==> src/rtl/sertx_pkg.sv <==
`timescale 1ns/1ps
package sertx_pkg;

    localparam int FRAME_MAX = 12;   // start + 8 data + parity + 2 stop
    localparam int FCNT_W    = 4;
    localparam int SUB_W     = 4;    // 16 ticks per bit

    typedef enum logic [1:0] {
        SH_IDLE,
        SH_LOADED,
        SH_RUN
    } sh_state_e;

    typedef struct packed {
        logic [1:0] len_code;
        logic       par_en;
        logic       par_odd;
        logic       stop_two;
    } frame_cfg_t;

    typedef struct packed {
        logic [FRAME_MAX-1:0] bits;
        logic [FCNT_W-1:0]    nbits;
    } frame_t;

    // Lay out a frame LSB-first: bit 0 is the start bit.
    function automatic frame_t build_frame(input logic [7:0] data, input frame_cfg_t cfg);
        frame_t f;
        int     pos;
        int     dlen;
        logic   par;
        dlen   = 5 + int'(cfg.len_code);
        f.bits = '1;
        f.bits[0] = 1'b0;
        par    = cfg.par_odd;
        for (int i = 0; i < 8; i++) begin
            if (i < dlen) begin
                f.bits[1 + i] = data[i];
                par = par ^ data[i];
            end
        end
        pos = 1 + dlen;
        if (cfg.par_en) begin
            f.bits[pos] = par;
            pos = pos + 1;
        end
        pos = pos + (cfg.stop_two ? 2 : 1);
        f.nbits = FCNT_W'(pos);
        return f;
    endfunction

endpackage

==> src/rtl/sertx_holdq.sv <==
`timescale 1ns/1ps
module sertx_holdq #(
    parameter int DEPTH = 16,
    parameter int W     = 8
) (
    input  logic         clk,
    input  logic         rst,
    input  logic         fifo_en,
    input  logic         wr_en,
    input  logic [W-1:0] wr_data,
    input  logic         pop,
    output logic [W-1:0] rd_data,
    output logic         empty,
    output logic         full
);
    localparam int AW = (DEPTH > 1) ? $clog2(DEPTH) : 1;
    localparam int CW = $clog2(DEPTH + 1);
    localparam bit POW2 = ((DEPTH & (DEPTH - 1)) == 0);

    logic [W-1:0]  mem [DEPTH];
    logic [AW-1:0] wptr, rptr, wptr_nx, rptr_nx;
    logic [CW-1:0] count, cap;
    logic          push, do_pop;

    assign cap    = fifo_en ? CW'(DEPTH) : CW'(1);
    assign full   = (count >= cap);
    assign empty  = (count == '0);
    assign push   = wr_en && !full;
    assign do_pop = pop && !empty;
    assign rd_data = mem[rptr];

    generate
        if (POW2) begin : g_wrap_free
            assign wptr_nx = wptr + 1'b1;
            assign rptr_nx = rptr + 1'b1;
        end else begin : g_wrap_cmp
            assign wptr_nx = (wptr == AW'(DEPTH - 1)) ? '0 : wptr + 1'b1;
            assign rptr_nx = (rptr == AW'(DEPTH - 1)) ? '0 : rptr + 1'b1;
        end
    endgenerate

    always_ff @(posedge clk) begin
        if (push) mem[wptr] <= wr_data;
    end

    always_ff @(posedge clk) begin
        if (rst) begin
            wptr  <= '0;
            rptr  <= '0;
            count <= '0;
        end else begin
            if (push)   wptr <= wptr_nx;
            if (do_pop) rptr <= rptr_nx;
            unique case ({push, do_pop})
                2'b10:   count <= count + 1'b1;
                2'b01:   count <= count - 1'b1;
                default: count <= count;
            endcase
        end
    end

    p_no_overflow_r7: assert property (@(posedge clk) disable iff (rst)
        count <= CW'(DEPTH));

    p_full_write_ignored_r7: assert property (@(posedge clk) disable iff (rst)
        (wr_en && full && !pop) |=> (count == $past(count)));

    p_single_cap_r8: assert property (@(posedge clk) disable iff (rst)
        (!fifo_en && $past(!fifo_en) && ($past(count) <= CW'(1))) |-> (count <= CW'(1)));

endmodule

==> src/rtl/sertx_shifter.sv <==
`timescale 1ns/1ps
module sertx_shifter
    import sertx_pkg::*;
(
    input  logic       clk,
    input  logic       rst,
    input  logic       tick,
    input  logic       avail,
    input  logic [7:0] data_in,
    input  frame_cfg_t cfg,
    output logic       pop,
    output logic       txd,
    output logic       idle
);
    sh_state_e            state;
    logic [FRAME_MAX-1:0] shreg;
    logic [FCNT_W-1:0]    remain;
    logic [SUB_W-1:0]     sub;
    logic                 bit_done, frame_end;
    frame_t               nf;

    assign nf        = build_frame(data_in, cfg);
    assign bit_done  = (state == SH_RUN) && tick && (sub == '1);
    assign frame_end = bit_done && (remain == FCNT_W'(1));
    assign pop       = avail && ((state == SH_IDLE) || frame_end);
    assign idle      = (state == SH_IDLE);

    always_ff @(posedge clk) begin
        if (rst) begin
            state  <= SH_IDLE;
            shreg  <= '1;
            remain <= '0;
            sub    <= '0;
            txd    <= 1'b1;
        end else begin
            unique case (state)
                SH_IDLE: begin
                    txd <= 1'b1;
                    if (pop) begin
                        shreg  <= nf.bits;
                        remain <= nf.nbits;
                        state  <= SH_LOADED;
                    end
                end
                SH_LOADED: begin
                    if (tick) begin
                        txd   <= shreg[0];
                        shreg <= {1'b1, shreg[FRAME_MAX-1:1]};
                        sub   <= '0;
                        state <= SH_RUN;
                    end
                end
                SH_RUN: begin
                    if (tick) begin
                        if (sub != '1) begin
                            sub <= sub + 1'b1;
                        end else if (remain != FCNT_W'(1)) begin
                            txd    <= shreg[0];
                            shreg  <= {1'b1, shreg[FRAME_MAX-1:1]};
                            remain <= remain - 1'b1;
                            sub    <= '0;
                        end else if (pop) begin
                            txd    <= nf.bits[0];
                            shreg  <= {1'b1, nf.bits[FRAME_MAX-1:1]};
                            remain <= nf.nbits;
                            sub    <= '0;
                        end else begin
                            txd   <= 1'b1;
                            state <= SH_IDLE;
                        end
                    end
                end
                default: state <= SH_IDLE;
            endcase
        end
    end

    p_idle_line_high_r1: assert property (@(posedge clk) disable iff (rst)
        (state == SH_IDLE) |-> txd);

    p_change_on_tick_r3: assert property (@(posedge clk) disable iff (rst)
        !tick |=> $stable(txd));

    p_start_on_tick_r12: assert property (@(posedge clk) disable iff (rst)
        (state == SH_LOADED && tick) |=> (!txd && state == SH_RUN));

    p_frame_len_r2: assert property (@(posedge clk) disable iff (rst)
        (state == SH_RUN) |-> (remain != '0));

endmodule

==> src/rtl/sertx_top.sv <==
`timescale 1ns/1ps
module sertx_top
    import sertx_pkg::*;
#(
    parameter int DEPTH = 16
) (
    input  logic       clk,
    input  logic       rst,
    input  logic       tick16,
    input  logic       fifo_en,
    input  logic       wr_en,
    input  logic [7:0] wr_data,
    input  logic [1:0] len_sel,
    input  logic       par_en,
    input  logic       par_odd,
    input  logic       stop_two,
    input  logic       irq_en,
    output logic       txd,
    output logic       hold_empty,
    output logic       tx_empty,
    output logic       irq
);
    frame_cfg_t cfg;
    logic [7:0] q_data;
    logic       q_empty, q_full, q_pop, sh_idle;

    assign cfg = '{len_code: len_sel, par_en: par_en, par_odd: par_odd, stop_two: stop_two};

    sertx_holdq #(.DEPTH(DEPTH), .W(8)) u_holdq (
        .clk     (clk),
        .rst     (rst),
        .fifo_en (fifo_en),
        .wr_en   (wr_en),
        .wr_data (wr_data),
        .pop     (q_pop),
        .rd_data (q_data),
        .empty   (q_empty),
        .full    (q_full)
    );

    sertx_shifter u_shifter (
        .clk     (clk),
        .rst     (rst),
        .tick    (tick16),
        .avail   (!q_empty),
        .data_in (q_data),
        .cfg     (cfg),
        .pop     (q_pop),
        .txd     (txd),
        .idle    (sh_idle)
    );

    assign hold_empty = q_empty;
    assign tx_empty   = q_empty && sh_idle;
    assign irq        = irq_en && q_empty;

    p_write_clears_r9: assert property (@(posedge clk) disable iff (rst)
        (wr_en && !q_full) |=> !hold_empty);

    p_txempty_line_idle_r10: assert property (@(posedge clk) disable iff (rst)
        tx_empty |-> (hold_empty && txd));

    p_irq_masked_r11: assert property (@(posedge clk) disable iff (rst)
        (wr_en && !q_full) |=> !irq);

endmodule

==> config.mk <==
export PLATFORM = sky130hd
export DESIGN_NAME = sertx_top
export DESIGN_NICKNAME = d
export VERILOG_FILES = /design/src/rtl/sertx_pkg.sv /design/src/rtl/sertx_holdq.sv /design/src/rtl/sertx_shifter.sv /design/src/rtl/sertx_top.sv
export SDC_FILE = /design/constraint.sdc
export NUM_CORES = 1
export LEC_CHECK = 0
export ABC_CLOCK_PERIOD_IN_PS = 6300
export BUFFER_PORTS_ARGS = -buffer_cell sky130_fd_sc_hd__buf_4
export CAP_MARGIN = 25
export CORE_ASPECT_RATIO = 0.75
export CORE_MARGIN = 3
export CORE_UTILIZATION = 45
export CTS_CLUSTER_DIAMETER = 150
export CTS_CLUSTER_SIZE = 40
export DETAILED_ROUTE_END_ITERATION = 10
export GPL_ROUTABILITY_DRIVEN = 0
export HOLD_SLACK_MARGIN = 0.08
export SLEW_MARGIN = 20
export SYNTH_ARGS = -nofsm -noshare
export SYNTH_HDL_FRONTEND = slang
export SYNTH_SLANG_ARGS = --single-unit
==> constraint.sdc <==
create_clock -name clk -period 6.3 [get_ports clk]
set_input_delay 0.63 -clock clk [delete_from_list [all_inputs] [get_ports clk]]
set_output_delay 0.63 -clock clk [all_outputs]
set_load 0.02 [all_outputs]
## Word-level counts from Yosys, hierarchy flattened

Memories as Yosys holds them, arrays and structs flattened. A register that Yosys moved wholly into a read port is not among the register bits.
Cells that the tools add are included.

| word-level totals | value |
|---|---|
| word-level logic and storage cells | 136 |
| memory bits (writable) | 128 |
| output and inout port bits | 4 |
| register bits | 36 |
| memories kept | 1 |
| input bits | 19 |

Memory list:

| memory | words | width | rd ports | clocked after Yosys merged registers in | write ports | line | source |
|---|---|---|---|---|---|---|---|
| u_holdq.mem | 16 | 8 | 1 | 1 | 1 | sertx_holdq.sv:20 | `logic [W-1:0] mem [DEPTH];` |

| operators by class | value |
|---|---|
| eq/ne operators | 16 |
| bitwise logic cells | 8 |
| add/sub/neg operators | 10 |
| reductions and logical operators | 23 |
| multiplexer cells | 59 |
| order comparisons | 11 |

Operators with widths:

| cell | count |
|---|---|
| less-than comparator 4 x 32 -> 1 bit, first input constant | 4 |
| 2-to-1 mux 12 bit | 7 |
| less-than comparator 3 x 32 -> 1 bit, first input constant | 2 |
| 2-to-1 mux 4 bit | 12 |
| one-hot mux 12 bit (3 select lines) | 1 |
| less-than comparator 1 x 32 -> 1 bit, first input constant | 1 |
| less-than comparator 2 x 32 -> 1 bit, first input constant | 1 |
| 2-to-1 mux 1 bit | 24 |
| one-hot mux 4 bit (2 select lines) | 2 |
| 2-to-1 mux 2 bit | 7 |
| adder 4 x 1 -> 4 bit, second input constant | 3 |
| bitwise mux 12 bit | 1 |
| AND reduction 6 bit | 2 |
| != test 2 bit, second input constant | 5 |
| one-hot mux 5 bit (2 select lines) | 1 |
| logical AND 1 bit | 9 |
| != test 4 bit, second input constant | 2 |
| AND reduction 4 bit | 2 |
| XOR 1 bit | 8 |
| one-hot mux 2 bit (3 select lines) | 1 |
| nonzero test 2 bit | 3 |
| adder 1 x 4 -> 5 bit, first input constant | 1 |
| adder 5 x 1 -> 5 bit, second input constant | 1 |
| greater-or-equal comparator 5 x 1 -> 1 bit, second input constant | 1 |
| other kinds (23) | 26 |

## Logic depth before layout (Yosys ltp)

Gate-level depths: netlist of run 1.

| depth | value |
|---|---|
| depth in word-level cells | 24 |
| gate-level depth with buffers | 16 |
| mapped depth without buffers | 15 |

## Hierarchy

A second synthesis of run 1 with hierarchy kept.

| unflattened totals | value |
|---|---|
| cells, all modules | 578 |
| area, all modules | 7,772.5 µm² |

Modules (own cells, without submodules):

| module | sequential area each (µm²) | cells an instance | instances | area an instance (µm²) |
|---|---|---|---|---|
| sertx_holdq | 4,184.0 | 330 | 1 | 5,851.9 |
| sertx_shifter | 460.4 | 245 | 1 | 1,904.3 |
| sertx_top | 0.0 | 3 | 1 | 16.3 |

## Least setup slack after synthesis of run 1

No wires, ideal clock.

| timing | value |
|---|---|
| path type | in2reg |
| from | input fifo_en |
| to | register u_holdq.count[4] |
| arrival | 3.327 ns |
| path slack | 2.902 ns |
| library setup time | 0.071 ns |
| buffers on the path | 0 |
| data required time | 6.229 ns |
| stages | 14 |
| path through | inv_1 -> ha_1 -> o31a_1 -> nor3b_1 -> inv_1 -> ha_1 -> inv_1 -> fa_1 -> inv_1 -> a21o_1 -> a21oi_1 -> xnor2_1 -> or3_1 -> a21oi_1 |

| on the way | value |
|---|---|
| cells in the longest elaborated chain, start to end | 6 |
| elaborated cells on any way between the ends | 8 |
| those cells by class | order compare (1); eq/ne (2); mux (2); reduce/logical (3) |

Ends and longest elaborated chain:

| element | line | source |
|---|---|---|
| start, declared | sertx_top.sv:10 | `input logic fifo_en,` |
| 2-to-1 mux 5 bit * | sertx_holdq.sv:25 | `assign cap = fifo_en ? CW'(DEPTH) : CW'(1);` |
| greater-or-equal comparator 5 bit * | sertx_holdq.sv:26 | `assign full = (count >= cap);` |
| logical NOT 1 bit * | sertx_holdq.sv:28 | `assign push = wr_en && !full;` |
| logical AND 1 bit * | sertx_holdq.sv:28 |  |
| == test 2 x 1 -> 1 bit / == test 2 bit (equally long branches) | sertx_holdq.sv:54 | `unique case ({push, do_pop})` |
| one-hot mux 5 bit (2 select lines) / nonzero test 2 bit (equally long branches) | - |  |
| end signal, assigned | sertx_holdq.sv:55 | `2'b10: count <= count + 1'b1;` |
| end signal, assigned | sertx_holdq.sv:56 | `2'b01: count <= count - 1'b1;` |
| end signal, assigned | sertx_holdq.sv:57 | `default: count <= count;` |
| end, declared | sertx_holdq.sv:22 | `logic [CW-1:0] count, cap;` |

Mark *: on every way between the ends. The rest lies on a longest branch, timed or not.
A chain may end at the register's enable or synchronous reset.

## Worst setup path after layout of run 1

| timing | value |
|---|---|
| from | register u_shifter.remain[1] |
| to | register u_holdq.count[4] |

| on the way | value |
|---|---|
| cells in the longest elaborated chain, start to end | 7 |
| elaborated cells on any way between the ends | 9 |
| those cells by class | eq/ne (3); mux (1); reduce/logical (5) |

Ends and longest elaborated chain:

| element | line | source |
|---|---|---|
| start, declared | sertx_shifter.sv:17 | `logic [FCNT_W-1:0] remain;` |
| start signal, assigned | sertx_shifter.sv:41 | `remain <= nf.nbits;` |
| start signal, assigned | sertx_shifter.sv:60 | `remain <= remain - 1'b1;` |
| start signal, assigned | sertx_shifter.sv:65 | `remain <= nf.nbits;` |
| == test 4 x 1 -> 1 bit * | sertx_shifter.sv:24 | `assign frame_end = bit_done && (remain == FCNT_W'(1));` |
| logical AND 1 bit * | sertx_shifter.sv:24 |  |
| logical OR 1 bit * | sertx_shifter.sv:25 | `assign pop = avail && ((state == SH_IDLE) \|\| frame_end);` |
| logical AND 1 bit * | sertx_shifter.sv:25 |  |
| logical AND 1 bit * | sertx_holdq.sv:29 | `assign do_pop = pop && !empty;` |
| net u_holdq.do_pop | sertx_holdq.sv:23 | `logic push, do_pop;` |
| == test 2 x 1 -> 1 bit / == test 2 bit (equally long branches) | sertx_holdq.sv:54 |  |
| one-hot mux 5 bit (2 select lines) / nonzero test 2 bit (equally long branches) | - |  |

The timed path passes the listed nets; every way through them passes the cells marked *.

==> results of run 1 <==
-- Yosys cell counts, types with 2 or more instances --
cell type | instances | area, sq um
edfxtp_1 | 128 | 3844
nor2_1 | 55 | 206.5
dfxtp_1 | 40 | 800.8
mux4_2 | 31 | 698.2
ha_1 | 30 | 375.4
a21oi_1 | 28 | 140.1
nand2_1 | 28 | 105.1
inv_1 | 24 | 90.09
clkbuf_1 | 12 | 45.04
nor3_1 | 12 | 60.06
xnor2_1 | 12 | 105.1
o21ai_0 | 10 | 50.05
mux2i_1 | 8 | 80.08
xor2_1 | 8 | 70.07
a221oi_1 | 7 | 61.31
a22oi_1 | 7 | 52.55
buf_2 | 7 | 35.03
a31oi_1 | 6 | 37.54
nand2b_1 | 6 | 37.54
nand3_1 | 6 | 30.03
mux4_1 | 5 | 131.4
a211oi_1 | 4 | 30.03
a221o_1 | 4 | 40.04
nor2b_1 | 4 | 25.02
o21ai_1 | 4 | 20.02
or3_1 | 4 | 25.02
and2_1 | 3 | 18.77
nand4_1 | 3 | 18.77
nor3b_1 | 3 | 22.52
or2_2 | 3 | 18.77
a211o_1 | 2 | 17.52
a21o_1 | 2 | 15.01
buf_4 | 2 | 15.01
fa_1 | 2 | 40.04
nand3b_1 | 2 | 15.01
o21bai_1 | 2 | 15.01
o32ai_1 | 2 | 17.52
-- per-stage QoR --
stage,cells,util,setup WS (ns),hold WS (ns)
global placement,741,0.4860,2.470,0.4446
finish,781,0.5296,2.346,0.4629
global route,781,0.5296,1.994,0.5015
CTS,780,0.5279,2.391,0.4593
detailed placement,748,0.4906,2.397,0.4465
floorplan,529,-,2.902,0.4251
-- area by class of cell --
cell class | instances | share of cell area
multi-input cells | 314 | 0.3148
clock buffers | 17 | 0.04953
flip-flops and latches | 168 | 0.5411
inverters | 24 | 0.01049
well taps | 210 | 0.03059
repair buffers | 33 | 0.03249
clock inverters | 15 | 0.02098
-- kinds of logic after synthesis --
logic type,Yosys count,synth area share
flip-flops,168,0.6161
multiplexers,44,0.1207
XOR/XNOR,21,0.02639
AO/OA/AOI/OAI,86,0.07585
adder cells (fa/ha/maj),32,0.05510
AND/OR/NAND/NOR,131,0.07934
buffers and inverters,47,0.02655
-- where the power goes --
group	switching [W]	internal, W	total, W
Clock	0.000469	0.000602	0.00107
Sequential	0.0000747	0.00128	0.00136
Combinational	0.000700	0.000513	0.00121
-- critical path, cell delays in order, from the launching register on --
cell and delay, ns:
dfxtp_1 0.32, inv_1 0.10, ha_1 0.14, nor3b_1 0.32
and2_1 0.56, a31oi_1 0.15, nor2_1 0.60, ha_1 0.35
inv_1 0.10, fa_1 0.41, inv_1 0.07, a21o_1 0.11
a21oi_1 0.07, xnor2_1 0.13, or3_1 0.30, a21oi_1 0.14
-- layer usage --
layer,track usage,routed length (um),vias to the layer above
met5,0,0,-
met4,0.05139,142,0
met3,0.04043,971,15
met2,0.2511,6953,153
met1,0.2909,7808,2303
li1,-,-,2073
-- sequential cells by signal, indices dropped and copies added (netlist names), named ones only --
signal            count
u_holdq.wptr          4
u_holdq.mem         128
u_shifter.state       2
u_shifter.txd         1
u_shifter.shreg      12
u_holdq.count         5
u_shifter.remain      4
u_shifter.sub         4
u_holdq.rptr          4
-- worst paths after layout --
kind                            slack (ns)  cells past startpoint                start                  to
worst max-delay path                  2.35                     15  u_shifter.remain[1]    u_holdq.count[4]
worst min-delay path                  0.46                      2   u_shifter.shreg[5]  u_shifter.shreg[5]
worst max register to register        2.35                     15  u_shifter.remain[1]    u_holdq.count[4]
worst min register to register        0.46                      2   u_shifter.shreg[5]  u_shifter.shreg[5]
==> results.sh, run 1 <==
export IMPL_rows=40
export IMPL_n_fill_cell=1338
export IMPL_setup_viol=0
export IMPL_fmax_mhz=252.9
export IMPL_drv_cap=0
export IMPL_final_common_cell="edfxtp_1"
export IMPL_drive_gt1_frac=0.1856
export IMPL_dieWidth_um=155.5
export IMPL_dpl_instance_area_sq_mm=0.007955
export IMPL_route_detailed_drc=0
export IMPL_yosys_warnings=0
export IMPL_rsz0062_at_grt="false"
export IMPL_synth_seq_area_share=0.6161
export IMPL_dp_hpwl_um=10750
export IMPL_cp_required_ns=6.66
export IMPL_post_drt_wl_per_cell_um=20.33
export IMPL_ys_flop_type="edfxtp_1"
export IMPL_multi_input_area_sq_mm=0.002704
export IMPL_antenna_left=0
export IMPL_netlist_instances=529
export IMPL_grt_pass1_wl_um=25320
export IMPL_synthArstFlopShare=0
export IMPL_hold_viol_final=0
export IMPL_avgSynthCellArea_sq_um=14.25
export IMPL_clock_sinks=168
export IMPL_tns_ns=0
export IMPL_max_vdd_ir_drop_mv=0.2275
export IMPL_cp_max_fo=15
export IMPL_finalInstanceArea_sq_mm=0.008588
export IMPL_cts_buffers=17
export IMPL_min_path_type="reg -> reg"
export IMPL_cp_arrival_ns=4.31
export IMPL_totalWireLength_um=15880
export IMPL_cts_tree="yes"
export IMPL_drtPass1Iterations=5
export IMPL_finClkSkew_ns=0.01302
export IMPL_hold_buffers=0
export IMPL_ctsHtreeMaxLevel=4
export IMPL_relSlewSlack=0.3447
export IMPL_regArea_sq_mm=0.004647
export IMPL_synth_edff_count=128
export IMPL_grt_use_total=0.1828
export IMPL_antenna_found_initial=0
export IMPL_synth_nets=580
export IMPL_nets=609
export IMPL_p_leak_nw=2.992
export IMPL_tightest_slew_ns=0.9793
export IMPL_crit_type="reg -> reg"
export IMPL_syn_area_sq_mm=0.007538
export IMPL_core_sq_mm=0.01622
export IMPL_diodes=0
export IMPL_min_period_over_period=0.6276
export IMPL_powerDensity_mw_per_mm2=424.1
export IMPL_vias=4544
export IMPL_endpoint_kind="flip-flop"
export IMPL_io_pins=23
export IMPL_start_util=0.4649
export IMPL_ys_ff_latch=168
export IMPL_grt_pass1_vias=4342
export IMPL_synth_cell_types=50
export IMPL_grt_max_degree=34
export IMPL_mostFrequentLayoutCells="edfxtp_1 (128), nor2_1 (55), dfxtp_1 (38), mux4_2 (31), ha_1 (30)"
export IMPL_worstSetupStartpointType="flip-flop"
export IMPL_outcome="finished, final reports clean"
export IMPL_path_clk_slew_ns=0.07
export IMPL_die_h_um=118.1
export IMPL_cts_resized_gates=0
export IMPL_total_power_w=0.003642
export IMPL_viasPerCell=5.818
export IMPL_finalMaxSlewViolations=0
export IMPL_clk_insertion_delay_late_ns=0.43
export IMPL_dieArea_sq_mm=0.01836
export IMPL_timing_final_crit_period_ns=3.954
export IMPL_grt_overflow=0
export IMPL_cts_root_buf="clkbuf_16"
export IMPL_cts_path_max_buffers=2
export IMPL_syn2layout_area_growth_pct=13.93
export IMPL_io_buffers=22
export IMPL_first_iter_violations=408
export IMPL_post_cts_setup_buffers=0
No activity file was read; power rests on OpenSTA's default activity.
==> run 2: changes to the inputs <==
--- a/config.mk
+++ b/config.mk
@@ -5,7 +5,7 @@
 export SDC_FILE = /design/constraint.sdc
 export NUM_CORES = 1
 export LEC_CHECK = 0
-export ABC_CLOCK_PERIOD_IN_PS = 6300
+export ABC_CLOCK_PERIOD_IN_PS = 3700
 export BUFFER_PORTS_ARGS = -buffer_cell sky130_fd_sc_hd__buf_4
 export CAP_MARGIN = 25
 export CORE_ASPECT_RATIO = 0.75
==> constraint.sdc (replaced) <==
create_clock -name clk -period 3.7 [get_ports clk]
set_input_delay 0.37 -clock clk [delete_from_list [all_inputs] [get_ports clk]]
set_output_delay 0.37 -clock clk [all_outputs]
set_load 0.02 [all_outputs]
==> results.sh, run 2 (synthesized netlist as in run 1, its figures left out) <==
export IMPL_cts_buffers=17
export IMPL_min_period_over_period=0.9172
export IMPL_dieWidth_um=155.5
export IMPL_core_sq_mm=0.01622
export IMPL_grt_overflow=0
export IMPL_drv_cap=0
export IMPL_max_stage_delay_ns=0.57
export IMPL_fmax_mhz=294.7
export IMPL_clk_insertion_delay_late_ns=0.43
export IMPL_grt_pass1_vias=4508
export IMPL_crit_type="reg -> reg"
export IMPL_nets=625
export IMPL_endpoint_kind="flip-flop"
export IMPL_antenna_left=0
export IMPL_timing_final_crit_period_ns=3.394
export IMPL_dieArea_sq_mm=0.01836
export IMPL_worstSetupStartpointType="flip-flop"
export IMPL_tns_ns=0
export IMPL_largest_reg_flops=128
export IMPL_syn2layout_area_growth_pct=14.76
export IMPL_relSlewSlack=0.6444
export IMPL_cpMostUsedCell="o21ai_0"
export IMPL_cts_root_buf="clkbuf_16"
export IMPL_antenna_found_initial=0
export IMPL_viasPerCell=5.650
export IMPL_largest_register="u_holdq.mem"
export IMPL_grt_pass1_wl_um=25500
export IMPL_cts_tree="yes"
export IMPL_path_cells="buf_4 > mux4_2 > a22oi_1 > nand2_1 > xnor2_1 > o21ai_0 > xnor3_2 > o21ai_0 > a221oi_1 > o21ai_1"
export IMPL_critPathSlowestCell="mux4_2"
export IMPL_tightest_slew_ns=0.5334
export IMPL_setup_viol=0
export IMPL_dp_hpwl_um=11180
export IMPL_hold_viol_final=0
export IMPL_totalWireLength_um=16290
export IMPL_p_leak_nw=3.052
export IMPL_min_path_type="in -> reg"
export IMPL_post_cts_setup_buffers=0
export IMPL_post_drt_wl_per_cell_um=20.43
export IMPL_clock_sinks=168
export IMPL_outcome="finished, final reports clean"
export IMPL_rsz0062_at_grt="false"
export IMPL_reg2reg_depth=10
export IMPL_hold_buffers=0
export IMPL_cts_resized_gates=0
export IMPL_ctsHtreeMaxLevel=4
export IMPL_max_vdd_ir_drop_mv=0.3189
export IMPL_cp_arrival_ns=3.74
export IMPL_path_clk_slew_ns=0.07
export IMPL_mostFrequentLayoutCells="edfxtp_1 (128), nor2_1 (55), buf_4 (49), dfxtp_1 (39), mux4_2 (31)"
export IMPL_io_buffers=22
export IMPL_cts_path_max_buffers=2
export IMPL_io_pins=23
export IMPL_drtPass1Iterations=7
export IMPL_cp_required_ns=4.05
export IMPL_route_detailed_drc=0
export IMPL_n_fill_cell=1328
export IMPL_holdPathStages=1
export IMPL_die_h_um=118.1
export IMPL_grt_use_total=0.1841
export IMPL_final_common_cell="edfxtp_1"
export IMPL_fin_util=0.5335
export IMPL_grt_max_degree=34
export IMPL_start_util=0.4649
export IMPL_powerDensity_mw_per_mm2=716.7
export IMPL_drive_gt1_frac=0.2027
export IMPL_rows=40
export IMPL_first_iter_violations=385
export IMPL_hold_ws_ns=0.2382
export IMPL_reg_largest_list="u_holdq.mem: 128 flops, u_shifter.shreg: 12 flops, u_holdq.count: 5 flops"
export IMPL_cp_max_fo=19
export IMPL_diodes=0
export IMPL_finalMaxSlewViolations=0
export IMPL_finClkSkew_ns=0.01150
export IMPL_vias=4503
## run 2: cell types whose count changed in the layout (fill, tap and decap cells not counted), moves of 2 or more
cell      change
buf_4        +20
buf_6         -3
clkinv_2      +2
inv_8         -3
nor3_1        +2
nor3_2        -2
## run 2: final timing paths
check / startpoint / to / slack (ns)
min: wr_data[5] / u_holdq.mem[13][5] / 0.24
max reg2reg: flip-flop / u_shifter.shreg[3] / 0.31
min reg2reg: u_shifter.shreg[5] / u_shifter.shreg[5] / 0.46
max: flip-flop / u_shifter.shreg[3] / 0.31
## run 2: stage by stage
stage          area [sq um]  setup slack [ns]  power [W]  instances
3_5_place_dp           8060            0.3653   0.004443        765
2_1_floorplan          7538            0.5052   0.003895        529
4_1_cts                8651            0.3088   0.006227        797
3_3_place_gp           8060            0.4121   0.004356        765
6_report               8651            0.3062   0.006200        797
5_1_grt                8651           0.08705   0.006555        797
## run 2: power by group
group          total, W  internal [W]  switching [W]
sequential      0.00231       0.00218       0.000121
combinational   0.00213      0.000907        0.00122
clock           0.00177       0.00101       0.000755
total           0.00620       0.00410        0.00210
## run 2: cell type report
type / count / area, sq um / share of cell area
multi-input cells: 314 / 2694 / 0.3114
well taps: 210 / 262.8 / 0.03037
clock inverters: 14 / 161.4 / 0.01866
flip-flops and latches: 168 / 4646 / 0.5370
clock buffers: 18 / 429.2 / 0.04961
repair buffers: 49 / 367.9 / 0.04252
inverters: 24 / 90.09 / 0.01041
## run 2: worst max-delay path, delay by kind of cell, from the launching register on
kind                      cells  cell delay [ns]
AOI/OAI and AO/OA             5             1.00
xor gates and xnor gates      2             0.70
buffers and inverters         1             0.41
DFF                           1             0.48
muxes                         1             0.57
and+or+nand+nor               1             0.15
## run 2: layer usage
metal,up-vias,global-route usage,share of wire
met3,12,0.04888,0.060
met5,-,0,0
met2,133,0.2638,0.45
met4,0,0.03773,0.0061
li1,2094,-,-
met1,2264,0.2837,0.48
==> run 3: changes to the inputs <==
--- a/config.mk
+++ b/config.mk
@@ -7,7 +7,7 @@
 export LEC_CHECK = 0
 export ABC_CLOCK_PERIOD_IN_PS = 3700
 export BUFFER_PORTS_ARGS = -buffer_cell sky130_fd_sc_hd__buf_4
-export CAP_MARGIN = 25
+export CAP_MARGIN = 15
 export CORE_ASPECT_RATIO = 0.75
 export CORE_MARGIN = 3
 export CORE_UTILIZATION = 45
@@ -19,4 +19,5 @@
 export SLEW_MARGIN = 20
 export SYNTH_ARGS = -nofsm -noshare
 export SYNTH_HDL_FRONTEND = slang
+export SYNTH_HIERARCHICAL = 1
 export SYNTH_SLANG_ARGS = --single-unit
==> results.sh, run 3 <==
export IMPL_final_cell_count_no_fill=830
export IMPL_clk_insertion_delay_late_ns=0.42
export IMPL_p_leak_nw=3.104
export IMPL_nets=656
export IMPL_min_period_over_period=0.9185
export IMPL_relSlewSlack=0.4256
export IMPL_hold_viol_final=0
export IMPL_total_power_w=0.006260
export IMPL_grt_pass1_wl_um=24850
export IMPL_drv_cap=0
export IMPL_avgSynthCellArea_sq_um=13.47
export IMPL_rsz0062_at_grt="false"
export IMPL_worstSetupStartpointType="flip-flop"
export IMPL_final_common_cell="edfxtp_1"
export IMPL_setup_viol=0
export IMPL_reg_largest_list="u_holdq/mem: 128 flops, u_shifter/shreg: 12 flops, u_holdq/count: 5 flops"
export IMPL_hold_ws_ns=0.2336
export IMPL_powerDensity_mw_per_mm2=709.0
export IMPL_cp_required_ns=3.99
export IMPL_drtPass1Iterations=5
export IMPL_reg2reg_depth=13
export IMPL_endpoint="u_holdq/count[4]"
export IMPL_route_detailed_drc=0
export IMPL_hold_buffers=0
export IMPL_cts_root_buf="clkbuf_16"
export IMPL_dieArea_sq_mm=0.01888
export IMPL_finClkSkew_ns=0.008775
export IMPL_endpoint_kind="flip-flop"
export IMPL_drive_gt1_frac=0.1935
export IMPL_fmax_mhz=294.3
export IMPL_largest_reg_flops=128
export IMPL_io_pins=23
export IMPL_syn2layout_area_growth_pct=13.75
export IMPL_finalInstanceArea_sq_mm=0.008828
export IMPL_n_fill_cell=1354
export IMPL_ctsHtreeMaxLevel=4
export IMPL_dp_hpwl_um=10420
export IMPL_grt_use_total=0.1728
export IMPL_grt_overflow=0
export IMPL_cts_path_max_buffers=2
export IMPL_totalWireLength_um=15540
export IMPL_finalMaxSlewViolations=0
export IMPL_clock_sinks=168
export IMPL_antenna_found_initial=0
export IMPL_cts_buffers=17
export IMPL_start_util=0.4714
export IMPL_outcome="finished, final reports clean"
export IMPL_r2r_start="u_holdq/count[1]"
export IMPL_cp_arrival_ns=3.68
export IMPL_min_path_type="in -> reg"
export IMPL_path_clk_slew_ns=0.07
export IMPL_rows=40
export IMPL_io_buffers=22
export IMPL_yosys_warnings=6
export IMPL_timing_rr_end="u_holdq/count[4]"
export IMPL_crit_type="reg -> reg"
export IMPL_max_vdd_ir_drop_mv=0.3542
export IMPL_dpl_instance_area_sq_mm=0.008234
export IMPL_first_iter_violations=489
export IMPL_cts_tree="yes"
export IMPL_largest_register="u_holdq/mem"
export IMPL_antenna_left=0
export IMPL_die_h_um=119.7
export IMPL_synth_nets=625
export IMPL_diodes=0
export IMPL_grt_max_degree=46
export IMPL_netlist_instances=576
export IMPL_post_drt_wl_per_cell_um=18.72
export IMPL_reg2reg_slack_ns=0.30
export IMPL_core_sq_mm=0.01647
export IMPL_vias=4755
export IMPL_timing_final_crit_period_ns=3.398
export IMPL_tightest_slew_ns=0.8584
export IMPL_cp_startpoint="u_holdq/count[1]"
export IMPL_cp_max_fo=9
export IMPL_syn_area_sq_mm=0.007761
export IMPL_grt_pass1_vias=4631
export IMPL_dp_cells=798
export IMPL_viasPerCell=5.729
export IMPL_dieWidth_um=157.6
export IMPL_tns_ns=0
export IMPL_mostFrequentLayoutCells="edfxtp_1 (128), nor2_1 (45), nand2_1 (42), buf_4 (39), dfxtp_1 (39)"
run 3: cell count changes in the layout (fill, tap and decap cells not counted), sizes merged, moves of 6 or more:
cell	delta
buf	-8
a221oi	-6
nor2	-9
o21ai	+10
nor2b	+9
a22oi	+14
nand2	+15
run 3: timing repair:
| item | in CTS | in global routing |
|---|---|---|
| gates resized for setup | 0 | 3 |
| setup endpoints to repair | 0 | 1 |
| setup buffers | 0 | 0 |
run 3: area by class of cell:
type | instances | area (sq um) | share of cell area
multi-input cells | 359 | 2930 | 0.3319
clock inverters | 15 | 156.4 | 0.01772
well taps | 210 | 262.8 | 0.02976
flip-flops and latches | 168 | 4646 | 0.5262
inverters | 20 | 75.07 | 0.008503
repair buffers | 41 | 332.8 | 0.03770
clock buffers | 17 | 425.4 | 0.04819
run 3: worst max-delay path, cell delays in order, from the launching register on:
cell,delay [ns]
dfxtp_1,0.40
or4_4,0.59
nor2_2,0.16
inv_1,0.13
o21a_1,0.15
o21ai_1,0.18
inv_1,0.10
ha_1,0.30
xor2_1,0.18
ha_1,0.25
nor2b_1,0.15
o32ai_1,0.29
mux2i_1,0.25
o2111ai_1,0.13
run 3: worst min-delay path by stage:
stage	cells past startpoint	endpoint	start
6_report	1	u_holdq/mem[4][1]	wr_data[1]
5_1_grt	1	u_holdq/mem[4][1]	wr_data[1]
4_1_cts	1	u_holdq/mem[4][1]	wr_data[1]
3_5_place_dp	2	u_shifter/shreg[6]	u_shifter/shreg[6]
3_3_place_gp	1	u_shifter/shreg[0]	u_shifter/shreg[0]
2_1_floorplan	1	u_shifter/shreg[0]	u_shifter/shreg[0]
run 3: power by group:
group          internal (W)  switching [W]
registers           0.00219       0.000103
logic              0.000948        0.00132
clock network      0.000900       0.000796
total               0.00404        0.00222
run 3: per-stage QoR:
step / worst slack (ns) / util
2_1_floorplan: 0.1873 / -
3_5_place_dp: 0.2854 / 0.5001
6_report: 0.3017 / 0.5362
3_3_place_gp: 0.4181 / 0.5001
5_1_grt: 0.03803 / 0.5362
4_1_cts: 0.2591 / 0.5354
run 3: layer usage:
metal,up-vias,share of wire,track usage
met3,13,0.035,0.03857
met4,0,0.011,0.04661
met5,-,0,0
met1,2381,0.49,0.2563
li1,2258,-,-
met2,103,0.46,0.2580
